<file path="src/rtl/ipv4_fwd_pkg.sv">
package ipv4_fwd_pkg;

  localparam int HDR_WORDS = 5;
  localparam int CSUM_WORD = 2;

  typedef enum logic [2:0] {
    S_IDLE,
    S_FETCH,
    S_SUM,
    S_CHECK,
    S_WB_TTL,
    S_WB_CSUM,
    S_DONE
  } fwd_state_t;

  typedef enum logic [1:0] {
    DEST_A    = 2'b00,
    DEST_B    = 2'b01,
    DEST_DROP = 2'b10
  } dest_t;

  // 16-bit ones'-complement add with end-around carry
  function automatic logic [15:0] oc_add(input logic [15:0] a, input logic [15:0] b);
    logic [16:0] s;
    s = {1'b0, a} + {1'b0, b};
    return s[15:0] + {15'd0, s[16]};
  endfunction

endpackage

</file>
<file path="src/rtl/fwd_rst_sync.sv">
module fwd_rst_sync #(
  parameter int STAGES = 2
) (
  input  logic clk,
  input  logic rst_n,
  output logic rst_sync_n
);

  logic [STAGES-1:0] sync_q;

  always_ff @(posedge clk or negedge rst_n) begin
    if (!rst_n) sync_q <= '0;
    else        sync_q <= {sync_q[STAGES-2:0], 1'b1};
  end

  assign rst_sync_n = sync_q[STAGES-1];

endmodule

</file>
<file path="src/rtl/hdr_store.sv">
module hdr_store #(
  parameter int DW    = 32,
  parameter int DEPTH = 16
) (
  input  logic                     clk,
  input  logic                     we,
  input  logic [DW/8-1:0]          be,
  input  logic [$clog2(DEPTH)-1:0] waddr,
  input  logic [DW-1:0]            wdata,
  input  logic [$clog2(DEPTH)-1:0] raddr,
  output logic [DW-1:0]            rdata
);

  localparam int LANES = DW / 8;

  logic [DW-1:0] mem_q [DEPTH];

  always_ff @(posedge clk) begin
    for (int b = 0; b < LANES; b++) begin
      if (we && be[b]) mem_q[waddr][8*b +: 8] <= wdata[8*b +: 8];
    end
  end

  assign rdata = mem_q[raddr];

endmodule

</file>
<file path="src/rtl/match_table.sv">
module match_table #(
  parameter int N = 8,
  parameter int W = 32
) (
  input  logic [W-1:0]   key,
  input  logic [N*W-1:0] entry_key,
  input  logic [N-1:0]   entry_vld,
  output logic [N-1:0]   match
);

  for (genvar g = 0; g < N; g++) begin : g_line
    assign match[g] = entry_vld[g] && (key == entry_key[g*W +: W]);
  end

endmodule

</file>
<file path="src/rtl/ipv4_fwd_engine.sv">
module ipv4_fwd_engine
  import ipv4_fwd_pkg::*;
#(
  parameter int ADDR_W      = 8,
  parameter int RT_N        = 8,
  parameter int BL_N        = 4,
  parameter int STORE_DEPTH = 16
) (
  input  logic               clk,
  input  logic               rst_n,
  input  logic               in_valid,
  input  logic [ADDR_W-1:0]  in_addr,
  output logic               in_ready,
  output logic               pkt_rd_en,
  output logic [ADDR_W-1:0]  pkt_rd_addr,
  input  logic [31:0]        pkt_rd_data,
  input  logic               cfg_filter_en,
  input  logic [RT_N*32-1:0] cfg_route_key,
  input  logic [RT_N-1:0]    cfg_route_port,
  input  logic [RT_N-1:0]    cfg_route_vld,
  input  logic [BL_N*32-1:0] cfg_block_key,
  input  logic [BL_N-1:0]    cfg_block_vld,
  output logic               out_valid,
  output logic [1:0]         out_dest,
  output logic [ADDR_W-1:0]  out_addr,
  output logic [31:0]        out_hdr_w2
);

  localparam int SA_W = $clog2(STORE_DEPTH);
  localparam int KW   = $clog2(HDR_WORDS + 1);
  localparam logic [SA_W-1:0] SPARE_IDX = SA_W'(STORE_DEPTH - 1);
  localparam logic [SA_W-1:0] W2_IDX    = SA_W'(CSUM_WORD);
  localparam logic [SA_W-1:0] LAST_IDX  = SA_W'(HDR_WORDS - 1);
  localparam logic [KW-1:0]   LAST_K    = KW'(HDR_WORDS - 1);
  localparam logic [7:0]      VER_IHL   = 8'h45;

  // reset release
  logic rst_sync_n;
  fwd_rst_sync #(.STAGES(2)) u_rst (.clk(clk), .rst_n(rst_n), .rst_sync_n(rst_sync_n));

  // state and datapath registers
  fwd_state_t        state_q, state_d;
  logic [KW-1:0]     k_q, k_d;
  logic [ADDR_W-1:0] base_q;
  logic [15:0]       sum_q, sum_d, psum_q, psum_d;
  logic [15:0]       w2hi_q;
  logic [31:0]       src_q, dst_q;
  logic [15:0]       ncsum_q, ncsum_d;
  dest_t             dest_q, dest_d;

  // enables
  logic k_en, base_en, sum_en, psum_en, hi_en, src_en, dst_en, ncsum_en, dest_en;

  // store ports
  logic            st_we;
  logic [3:0]      st_be;
  logic [SA_W-1:0] st_waddr, st_raddr;
  logic [31:0]     st_wdata, st_rdata;

  // control helpers
  logic        accept, in_fetch, hdr_ok, first_bad, add_en, rd_is_w2;
  logic        csum_ok, ttl_live, blocked, rt_hit, rt_port, fwd_ok;
  logic [7:0]  ttl_new;
  logic [RT_N-1:0] rt_match;
  logic [BL_N-1:0] blk_match;

  hdr_store #(.DW(32), .DEPTH(STORE_DEPTH)) u_store (
    .clk(clk), .we(st_we), .be(st_be), .waddr(st_waddr), .wdata(st_wdata),
    .raddr(st_raddr), .rdata(st_rdata)
  );

  match_table #(.N(RT_N), .W(32)) u_route (
    .key(dst_q), .entry_key(cfg_route_key), .entry_vld(cfg_route_vld), .match(rt_match)
  );

  match_table #(.N(BL_N), .W(32)) u_block (
    .key(src_q), .entry_key(cfg_block_key), .entry_vld(cfg_block_vld), .match(blk_match)
  );

  // lowest-index route hit picks the port
  always_comb begin
    rt_port = 1'b0;
    for (int i = RT_N - 1; i >= 0; i--) begin
      if (rt_match[i]) rt_port = cfg_route_port[i];
    end
  end
  assign rt_hit = |rt_match;

  // input side and packet memory reads
  assign in_ready    = (state_q == S_IDLE) && rst_sync_n;
  assign accept      = in_valid && in_ready;
  assign in_fetch    = (state_q == S_FETCH);
  assign hdr_ok      = (pkt_rd_data[31:24] == VER_IHL);
  assign first_bad   = in_fetch && (k_q == '0) && !hdr_ok;
  assign pkt_rd_en   = accept || (in_fetch && (k_q != LAST_K) && !first_bad);
  assign pkt_rd_addr = accept ? in_addr : base_q + ADDR_W'(k_q) + ADDR_W'(1);

  // local store port control
  always_comb begin
    st_we    = 1'b0;
    st_be    = 4'h0;
    st_waddr = W2_IDX;
    st_wdata = pkt_rd_data;
    st_raddr = SPARE_IDX;
    unique case (state_q)
      S_FETCH: begin
        st_we    = 1'b1;
        st_be    = 4'hF;
        st_waddr = SA_W'(k_q);
        st_raddr = (k_q == '0) ? SPARE_IDX : SA_W'(k_q - KW'(1));
      end
      S_SUM:     st_raddr = LAST_IDX;
      S_WB_TTL: begin
        st_we    = 1'b1;
        st_be    = 4'b1000;
        st_wdata = {ttl_new, 24'h0};
      end
      S_WB_CSUM: begin
        st_we    = 1'b1;
        st_be    = 4'b0011;
        st_wdata = {16'h0, ncsum_q};
      end
      S_CHECK, S_DONE: st_raddr = W2_IDX;
      default: ;
    endcase
  end

  // running sums fed from the read port
  assign add_en   = (in_fetch && (k_q != '0)) || (state_q == S_SUM);
  assign rd_is_w2 = (st_raddr == W2_IDX);
  assign sum_d    = accept ? 16'h0 : oc_add(oc_add(sum_q,  st_rdata[31:16]), st_rdata[15:0]);
  assign psum_d   = accept ? 16'h0 : oc_add(oc_add(psum_q, st_rdata[31:16]), st_rdata[15:0]);
  assign sum_en   = accept || add_en;
  assign psum_en  = accept || (add_en && !rd_is_w2);

  // field captures from the incoming words
  assign hi_en  = in_fetch && (k_q == KW'(2));
  assign src_en = in_fetch && (k_q == KW'(3));
  assign dst_en = in_fetch && (k_q == KW'(4));

  // checks
  assign csum_ok  = (sum_q == 16'hFFFF);
  assign ttl_live = (w2hi_q[15:8] > 8'd1);
  assign blocked  = cfg_filter_en && (|blk_match);
  assign fwd_ok   = csum_ok && ttl_live && !blocked && rt_hit;
  assign ttl_new  = w2hi_q[15:8] - 8'd1;

  assign ncsum_en = (state_q == S_WB_TTL);
  assign ncsum_d  = ~oc_add(psum_q, {ttl_new, w2hi_q[7:0]});

  assign dest_en = first_bad || (state_q == S_CHECK);
  assign dest_d  = ((state_q == S_CHECK) && fwd_ok) ? (rt_port ? DEST_B : DEST_A) : DEST_DROP;

  assign base_en = accept;
  assign k_en    = accept || in_fetch;
  assign k_d     = accept ? '0 : k_q + KW'(1);

  // next state
  always_comb begin
    state_d = state_q;
    unique case (state_q)
      S_IDLE:    if (accept) state_d = S_FETCH;
      S_FETCH: begin
        if (first_bad)            state_d = S_DONE;
        else if (k_q == LAST_K)   state_d = S_SUM;
      end
      S_SUM:     state_d = S_CHECK;
      S_CHECK:   state_d = fwd_ok ? S_WB_TTL : S_DONE;
      S_WB_TTL:  state_d = S_WB_CSUM;
      S_WB_CSUM: state_d = S_DONE;
      S_DONE:    state_d = S_IDLE;
      default:   state_d = S_IDLE;
    endcase
  end

  // registers
  always_ff @(posedge clk or negedge rst_sync_n) begin
    if (!rst_sync_n) begin
      state_q <= S_IDLE;
      k_q     <= '0;
      base_q  <= '0;
      sum_q   <= '0;
      psum_q  <= '0;
      w2hi_q  <= '0;
      src_q   <= '0;
      dst_q   <= '0;
      ncsum_q <= '0;
      dest_q  <= DEST_DROP;
    end else begin
      state_q <= state_d;
      if (k_en)     k_q     <= k_d;
      if (base_en)  base_q  <= in_addr;
      if (sum_en)   sum_q   <= sum_d;
      if (psum_en)  psum_q  <= psum_d;
      if (hi_en)    w2hi_q  <= pkt_rd_data[31:16];
      if (src_en)   src_q   <= pkt_rd_data;
      if (dst_en)   dst_q   <= pkt_rd_data;
      if (ncsum_en) ncsum_q <= ncsum_d;
      if (dest_en)  dest_q  <= dest_d;
    end
  end

  // result
  assign out_valid  = (state_q == S_DONE);
  assign out_dest   = dest_q;
  assign out_addr   = base_q;
  assign out_hdr_w2 = st_rdata;

endmodule

</file>
<file path="config.mk">
export PLATFORM = sky130hd
export DESIGN_NAME = ipv4_fwd_engine
export DESIGN_NICKNAME = d
export VERILOG_FILES = /design/src/rtl/ipv4_fwd_pkg.sv /design/src/rtl/fwd_rst_sync.sv /design/src/rtl/hdr_store.sv /design/src/rtl/match_table.sv /design/src/rtl/ipv4_fwd_engine.sv
export SDC_FILE = /design/constraint.sdc
export NUM_CORES = 1
export LEC_CHECK = 0
export BUFFER_PORTS_ARGS = -buffer_cell sky130_fd_sc_hd__buf_4
export CORE_ASPECT_RATIO = 0.7
export CORE_UTILIZATION = 35
export CTS_CLUSTER_SIZE = 28
export DETAILED_ROUTE_END_ITERATION = 8
export GPL_TIMING_DRIVEN = 0
export HOLD_SLACK_MARGIN = 0.12
export PLACE_DENSITY = 0.64
export REMOVE_ABC_BUFFERS = 1
export SLEW_MARGIN = 40
export SYNTH_ARGS = -nofsm -noshare
export SYNTH_HDL_FRONTEND = slang
export SYNTH_HIERARCHICAL = 1
export SYNTH_SLANG_ARGS = --single-unit
</file>
<file path="constraint.sdc">
create_clock -name clk -period 4.45 [get_ports clk]
set_input_delay 0.2225 -clock clk [delete_from_list [all_inputs] [get_ports clk]]
set_output_delay 0.2225 -clock clk [all_outputs]
set_load 0.01 [all_outputs]
</file>
==> results by group, run 1 <==
Status
  – Status: finished, violations left
  – Violated checks: setup timing

Cells and area
  – Number of nets in the layout: 4088
  – Multi-input logic area: between 15000 and 20000 µm²
  – Sequential Area: 19100 µm²
  – Share of layout cells above drive strength 1: a little under two fifths
  – Fill count: between 9000 and 10000
  – Synthesis-to-layout area growth: 29.1%

Global route
  – Largest net degree at the start of global routing: 44
  – Initial antenna violation count: 14
  – Overflow after GRT: 0
  – First-pass GRT wire length: between 150 and 200 mm
  – GRT Overall Usage: 24.5%
  – Vias in the first global route: 25800

Place
  – Routability Congestion: roughly 0.97
  – HPWL Detailed: approximately 100 mm
  – PortBufs: 500
  – Setup WS pre-CTS: -7.05 ns

Logic synthesis
  – YS warnings: 6
  – Seq cells post-synth: 658
  – Synth top area cells: edfxtp_1, xor2_1, dfrtp_1, mux4_2, ha_1
  – Yosys top cell by area: edfxtp_1
  – Register area share after synthesis: between 50% and 60%
  – FFs w/ async S/R, synth: around 22%
  – Cells after Synth: roughly 2800
  – Top_reg_cell synth: edfxtp_1
  – Post-Syn Area per Cell: about 13 µm²
  – Post-synth EDFFs: about 500
  – Top-count cell post-synth: edfxtp_1
  – Synth top area share: a little over two fifths
  – Synth top cells by count: edfxtp_1, xor2_1, nand2_1, nor2_1, dfrtp_1
  – Synth cell types: 100
  – Cell Area, Synth: roughly 37000 µm²

Route
  – Number of DRC markers in iteration 0: around 3600
  – Vias/cell: approximately 5.6
  – Drt first pass iters: 7
  – Routed len/inst: between 20 and 30 µm
  – WL final: 135 mm
  – DRC: 0
  – DRT antenna net count: 0
  – Via Count: about 28000

Worst setup path
  – Endpoint class of the critical path: register
  – Crit path max fanout: 8
  – Crit Path Class: register to register
  – Worst setup SP type: register
  – Critical Path Max Stage Delay: 0.50 ns
  – WP data arrival: 9.38 ns
  – Worst path required time: roughly 5.0 ns
  – Worst path slowest cell: mux4_2

Die
  – Die area: 106000 µm²
  – Placement Rows: 98
  – Initial core utilization: a little over a third
  – Die H: between 200 and 300 µm
  – Die Width: just under 400 µm
  – Core Area: roughly 100000 µm²
  – Ports: 501

STA
  – Max Freq: 113 MHz
  – Final setup viols: 32
  – Fin. max-slew vios: 0
  – Fin crit share: 199%
  – Setup WS post-layout: -4.41 ns
  – Minimum clock period: 8.86 ns
  – Least-Margin Pin Slew: roughly 1 ns
  – Fin. Hold Viols: 0
  – Slew headroom: 31.6%
  – Clock Skew: between 0.015 and 0.02 ns
  – RSZ-0062 raised after global routing: yes

Clock network
  – Root buf cell: clkbuf_16
  – Clock Path Buffers: 3
  – CTS tree: built
  – Worst-path clk slew: 0.07 ns
  – CTS buffer count: a little under 60
  – Worst skew pair latency: about 0.64 ns
  – # H-tree levels: 2
  – Clock sink count: approximately 660

Job
  – Max Cap Viol: 0

Min path
  – Worst Hold Class: primary input to register
## worst max-delay path: cells and delay by family, from the launching register on
family / cells / cell delay [ns]
and+or+nand+nor: 17 / 2.35
adders and majority gates: 4 / 0.89
xor gates and xnor gates: 1 / 0.16
muxes: 2 / 0.68
DFF: 1 / 0.42
AOI/OAI and AO/OA: 15 / 3.49
buffers and inverters: 6 / 0.74
## kinds of logic (layout without fill, tap and decap cells)
kind of cell,after synthesis,in the layout,synth area share [%]
fa+ha+maj,108,108,3.82
mux,220,220,10.7
other cells,2,10,0.0205
compound gates,407,407,7.92
buf+inv,179,905,2.66
flops,658,658,52.0
simple gates,772,773,10.9
xor+xnor,501,501,12.0
## what timing repair did
item / in CTS / in global routing
pin swaps: 78 / 81
cloned: 3 / 0
hold buffers: 45 / 0
buffers inserted: 97 / 59
endpoints found under the setup margin: 67 / 41
resized for setup: 180 / 103
endpoints found under the hold margin: 96 / 0
## placed cells by master (no fill, tap or decap), drive strengths merged, types with 61 or more instances in the layout
cell type and instances:
buf 701, edfxtp 512, xor2 424, nand2 185, nor2 160, dfrtp 145, mux4 129, o21ai 111
ha 102, nor4 97, nand3 93, mux2 81, xnor2 77, clkbuf 77, nor3 73, a22oi 65
a21oi 61
## state kept, by name, indices dropped and copies added (netlist names)
signal	count
k_q	3
sum_q	16
u_rst/sync_q	2
w2hi_q	16
psum_q	16
dst_q	32
u_store/mem_q	512
out_dest	2
ncsum_q	16
state_q	3
out_addr	8
src_q	32
## final timing paths
check                               to             from  depth (start not counted)  slack [ns]
setup / recovery            psum_q[12]       state_q[2]                         45       -4.41
max in group asynchronous    psum_q[5]  u_rst/sync_q[1]                          2        3.37
setup reg to reg            psum_q[12]       state_q[2]                         45       -4.41
min in group asynchronous  out_dest[0]  u_rst/sync_q[1]                          0        0.30
hold / removal                  k_q[0]         in_valid                          4        0.17
hold reg to reg            out_dest[0]  u_rst/sync_q[1]                          0        0.30
## final cells by class
class                      count  area share (%)
sequential                   658            40.3
timing repair inverter         1          0.0185
inverter                      49           0.469
clock inverter                31           0.649
tap                         1350            3.58
antenna                        2          0.0106
clock buffer                  77            3.33
multi-input combinational   2017            38.3
timing repair buffer         747            13.3
## metal layers
| metal | track usage [%] | part of all wire (%) | up-vias |
|---|---|---|---|
| met5 | 0.887 | 0.14 | - |
| met2 | 33.2 | 41 | 1408 |
| met4 | 3.92 | 1.7 | 12 |
| li1 | - | - | 12100 |
| met1 | 38.7 | 46 | 14000 |
| met3 | 6.59 | 11 | 162 |
## per-stage QoR
stage | cell area [µm²] | std cells | hold WS (ns) | setup TNS (ns) | util [%]
2_1_floorplan | 35800 | 2723 | -0.0731 | -1135.00 | -
3_3_place_gp | 41300 | 4573 | 0.00605 | -2093.79 | 40.1
3_5_place_dp | 42300 | 4622 | 0.00850 | -202.03 | 41.2
4_1_cts | 46300 | 4875 | 0.153 | -125.52 | 45.0
5_1_grt | 47200 | 4930 | 0.177 | -136.90 | 45.9
6_report | 47200 | 4932 | 0.170 | -126.51 | 45.9
Power of run 1 is not shown: default switching activity piles up to over one toggle a cycle in this logic, so the estimate is an artifact.
==> run 2: changes to the inputs <==
--- a/config.mk
+++ b/config.mk
@@ -8,14 +8,13 @@
 export BUFFER_PORTS_ARGS = -buffer_cell sky130_fd_sc_hd__buf_4
 export CORE_ASPECT_RATIO = 0.7
 export CORE_UTILIZATION = 35
-export CTS_CLUSTER_SIZE = 28
 export DETAILED_ROUTE_END_ITERATION = 8
 export GPL_TIMING_DRIVEN = 0
 export HOLD_SLACK_MARGIN = 0.12
-export PLACE_DENSITY = 0.64
+export PLACE_DENSITY = 0.66
 export REMOVE_ABC_BUFFERS = 1
+export SETUP_SLACK_MARGIN = 0.1
 export SLEW_MARGIN = 40
 export SYNTH_ARGS = -nofsm -noshare
 export SYNTH_HDL_FRONTEND = slang
-export SYNTH_HIERARCHICAL = 1
 export SYNTH_SLANG_ARGS = --single-unit
==> run 2 against run 1 <==
Effect of this change: the run still ends with setup timing left; cell count is 21% lower; clock skew is 0.0047 ns higher; synthesized cell count fell by 21%; via count shrank 21%; die area fell by 30%; non-clock buffer count decreased by 26; clock-buffer cell count is 24 lower; sequential share of layout area is 7.9 points lower; first-iteration DRC count shrank 43%.
==> results by group, run 2 <==
Worst setup path
  – CP startpoint: k_q[0]
  – WP data arrival: 8.79 ns
  – Worst path required time: roughly 4.9 ns
  – Endpoint class of the critical path: register
  – Crit path max fanout: 5
  – Worst setup SP type: register
  – R2R Setup Slk: -3.88 ns
  – Critical Path Max Stage Delay: roughly 0.52 ns
  – Worst path slowest cell: mux4_2
  – Reg2reg end: psum_q[15]
  – Worst path most repeated cell: ha_4
  – Worst R2R Start: k_q[0]
  – Reg2Reg Depth: 44
  – Crit Path Class: register to register

Route
  – Drt first pass iters: 5
  – Number of DRC markers in iteration 0: 2080
  – WL final: roughly 100 mm
  – DRC: 0
  – Vias/cell: around 5.6
  – DRT antenna net count: 0
  – Via Count: 21800
  – Routed len/inst: ~27 µm

Place
  – Setup WS pre-CTS: -6.73 ns
  – PortBufs: 500
  – HPWL Detailed: 79.0 mm
  – Routability Congestion: 0.958

Cells and area
  – Top reg by flops: u_store.mem_q
  – Sequential Area: 11400 µm²
  – Most frequent cells in the layout: buf_4, xnor2_1, edfxtp_1
  – Share of layout cells above drive strength 1: about 39%
  – Top flop regs: u_store.mem_q (256), dst_q (32), src_q (32)
  – Multi-input logic area: 15100 µm²
  – Largest register FFs: 256
  – Synthesis-to-layout area growth: 36.2%
  – Fill count: approximately 6300
  – Commonest non-fill, non-tap cell in the layout: buf_4
  – Number of nets in the layout: ~3500

Status
  – Status: finished, violations left
  – Violated checks: setup timing

Logic synthesis
  – Yosys top cell by area: edfxtp_1
  – Post-synth EDFFs: between 200 and 300
  – FFs w/ async S/R, synth: a little over a third
  – Register area share after synthesis: 44.1%
  – Synth top cells by count: xnor2_1, edfxtp_1, xor2_1, dfrtp_1, nand2_1
  – Top_reg_cell synth: edfxtp_1
  – Top-count cell post-synth: xnor2_1
  – Seq cells post-synth: around 400
  – Synth cell types: 74
  – Synth top area cells: edfxtp_1, dfrtp_1, xnor2_1, xor2_1, mux4_2
  – Post-Syn Area per Cell: 11.4 µm²
  – Cell Area, Synth: 25700 µm²
  – Synth top area share: 29.9%
  – YS warnings: 0
  – Cells after Synth: 2257

Global route
  – Overflow after GRT: 0
  – Vias in the first global route: around 22000
  – Largest net degree at the start of global routing: 54
  – First-pass GRT wire length: about 150 mm
  – GRT Overall Usage: 27.0%
  – Initial antenna violation count: 15

Job
  – Max Cap Viol: 0

Die
  – Die area: approximately 75000 µm²
  – Die Width: approximately 330 µm
  – Ports: between 500 and 600
  – Die H: between 200 and 250 µm
  – Initial core utilization: ~36%
  – Placement Rows: a little over 80
  – Core Area: slightly above 70000 µm²

STA
  – Minimum clock period: ~8.3 ns
  – Least-Margin Pin Slew: ~0.91 ns
  – Fin crit share: 187%
  – Final setup viols: 32
  – Fin. max-slew vios: 0
  – Fin. Hold Viols: 0
  – RSZ-0062 raised after global routing: yes
  – Clock Skew: ~0.022 ns
  – Setup WS post-layout: -3.88 ns
  – Slew headroom: approximately two fifths
  – Max Freq: 120 MHz

Min path
  – Hold Path End: out_dest[0]
  – Hold Crit Depth: 5
  – Worst Hold Class: primary input to register
  – Hold_sp: cfg_filter_en

Clock network
  – Clock Path Buffers: 3
  – Worst-path clk slew: roughly 0.08 ns
  – CTS tree: built
  – Root buf cell: clkbuf_16
  – CTS buffer count: 39
  – # H-tree levels: 2
  – Clock sink count: about 400
  – Worst skew pair latency: around 0.55 ns
-- run 2: cell types whose count changed after synthesis, moves of 45 or more --
cell	delta
mux4_2	-65
a22oi_1	-64
xnor2_1	+252
edfxtp_1	-256
xor2_1	-235
nor4_1	-45
clkbuf_1	+58
nor2_1	-84
nand4_1	+53
-- run 2: final cells by class --
type	count	share of cell area, %
timing repair buffer	721	16.9
clock inverter	17	0.454
sequential	402	32.4
clock buffer	53	2.99
multi-input combinational	1682	43.2
inverter	46	0.518
antenna	7	0.0500
tap	966	3.45
-- run 2: through the flow --
| step | util, % | instances | setup TNS [ns] | hold WS, ns | cell area (µm²) |
|---|---|---|---|---|---|
| floorplan | - | 2130 | -331.42 | -0.0731 | 25200 |
| global placement | 41.9 | 3596 | -913.38 | 0.00620 | 30200 |
| detailed placement | 42.6 | 3622 | -178.83 | 0.00661 | 30700 |
| CTS | 47.3 | 3826 | -101.63 | 0.209 | 34100 |
| global route | 48.6 | 3894 | -118.54 | 0.248 | 35000 |
| finish | 48.6 | 3894 | -108.90 | 0.197 | 35000 |
-- run 2: worst max-delay path by stage --
stage	endpoint	cells past startpoint
3_3_place_gp	psum_q[15]	42
5_1_grt	psum_q[15]	37
3_5_place_dp	psum_q[15]	43
4_1_cts	psum_q[15]	43
6_report	psum_q[15]	44
2_1_floorplan	psum_q[15]	42
-- run 2: cell families after synthesis --
| group | Yosys count | share of synthesized area, % |
|---|---|---|
| XOR/XNOR | 518 | 17.6 |
| adder cells (fa/ha/maj) | 112 | 5.62 |
| buffers and inverters | 173 | 2.54 |
| flip-flops | 402 | 44.1 |
| AO/OA/AOI/OAI | 292 | 7.46 |
| other | 1 | 0.0146 |
| AND/OR/NAND/NOR | 578 | 11.9 |
| multiplexers | 181 | 10.7 |
-- run 2: critical path, delay by kind of cell, from the launching register on --
kind | cells | cell delay, ns
compound gates | 14 | 2.59
xor+xnor | 1 | 0.14
fa+ha+maj | 5 | 1.16
buf+inv | 6 | 0.94
flops | 1 | 0.44
mux | 2 | 0.85
simple gates | 16 | 2.03
-- run 2: routing by layer --
layer / global-route usage (%) / routed length, µm / up-vias
met3: 5.76 / 8900 / 199
met1: 36.0 / 43200 / 10900
met5: 0 / 91 / -
met4: 9.45 / 3840 / 12
li1: - / - / 9521
met2: 43.4 / 48700 / 1126
-- run 2: timing repair --
item / 4_1_cts / 5_1_grt
endpoints found under the setup margin: 49 / 41
setup buffers: 100 / 61
cloned: 2 / 0
endpoints found under the hold margin: 91 / 0
hold buffers: 43 / 0
resized for setup: 202 / 79
pin swaps: 85 / 94
Power of run 2 is left out for the same reason.
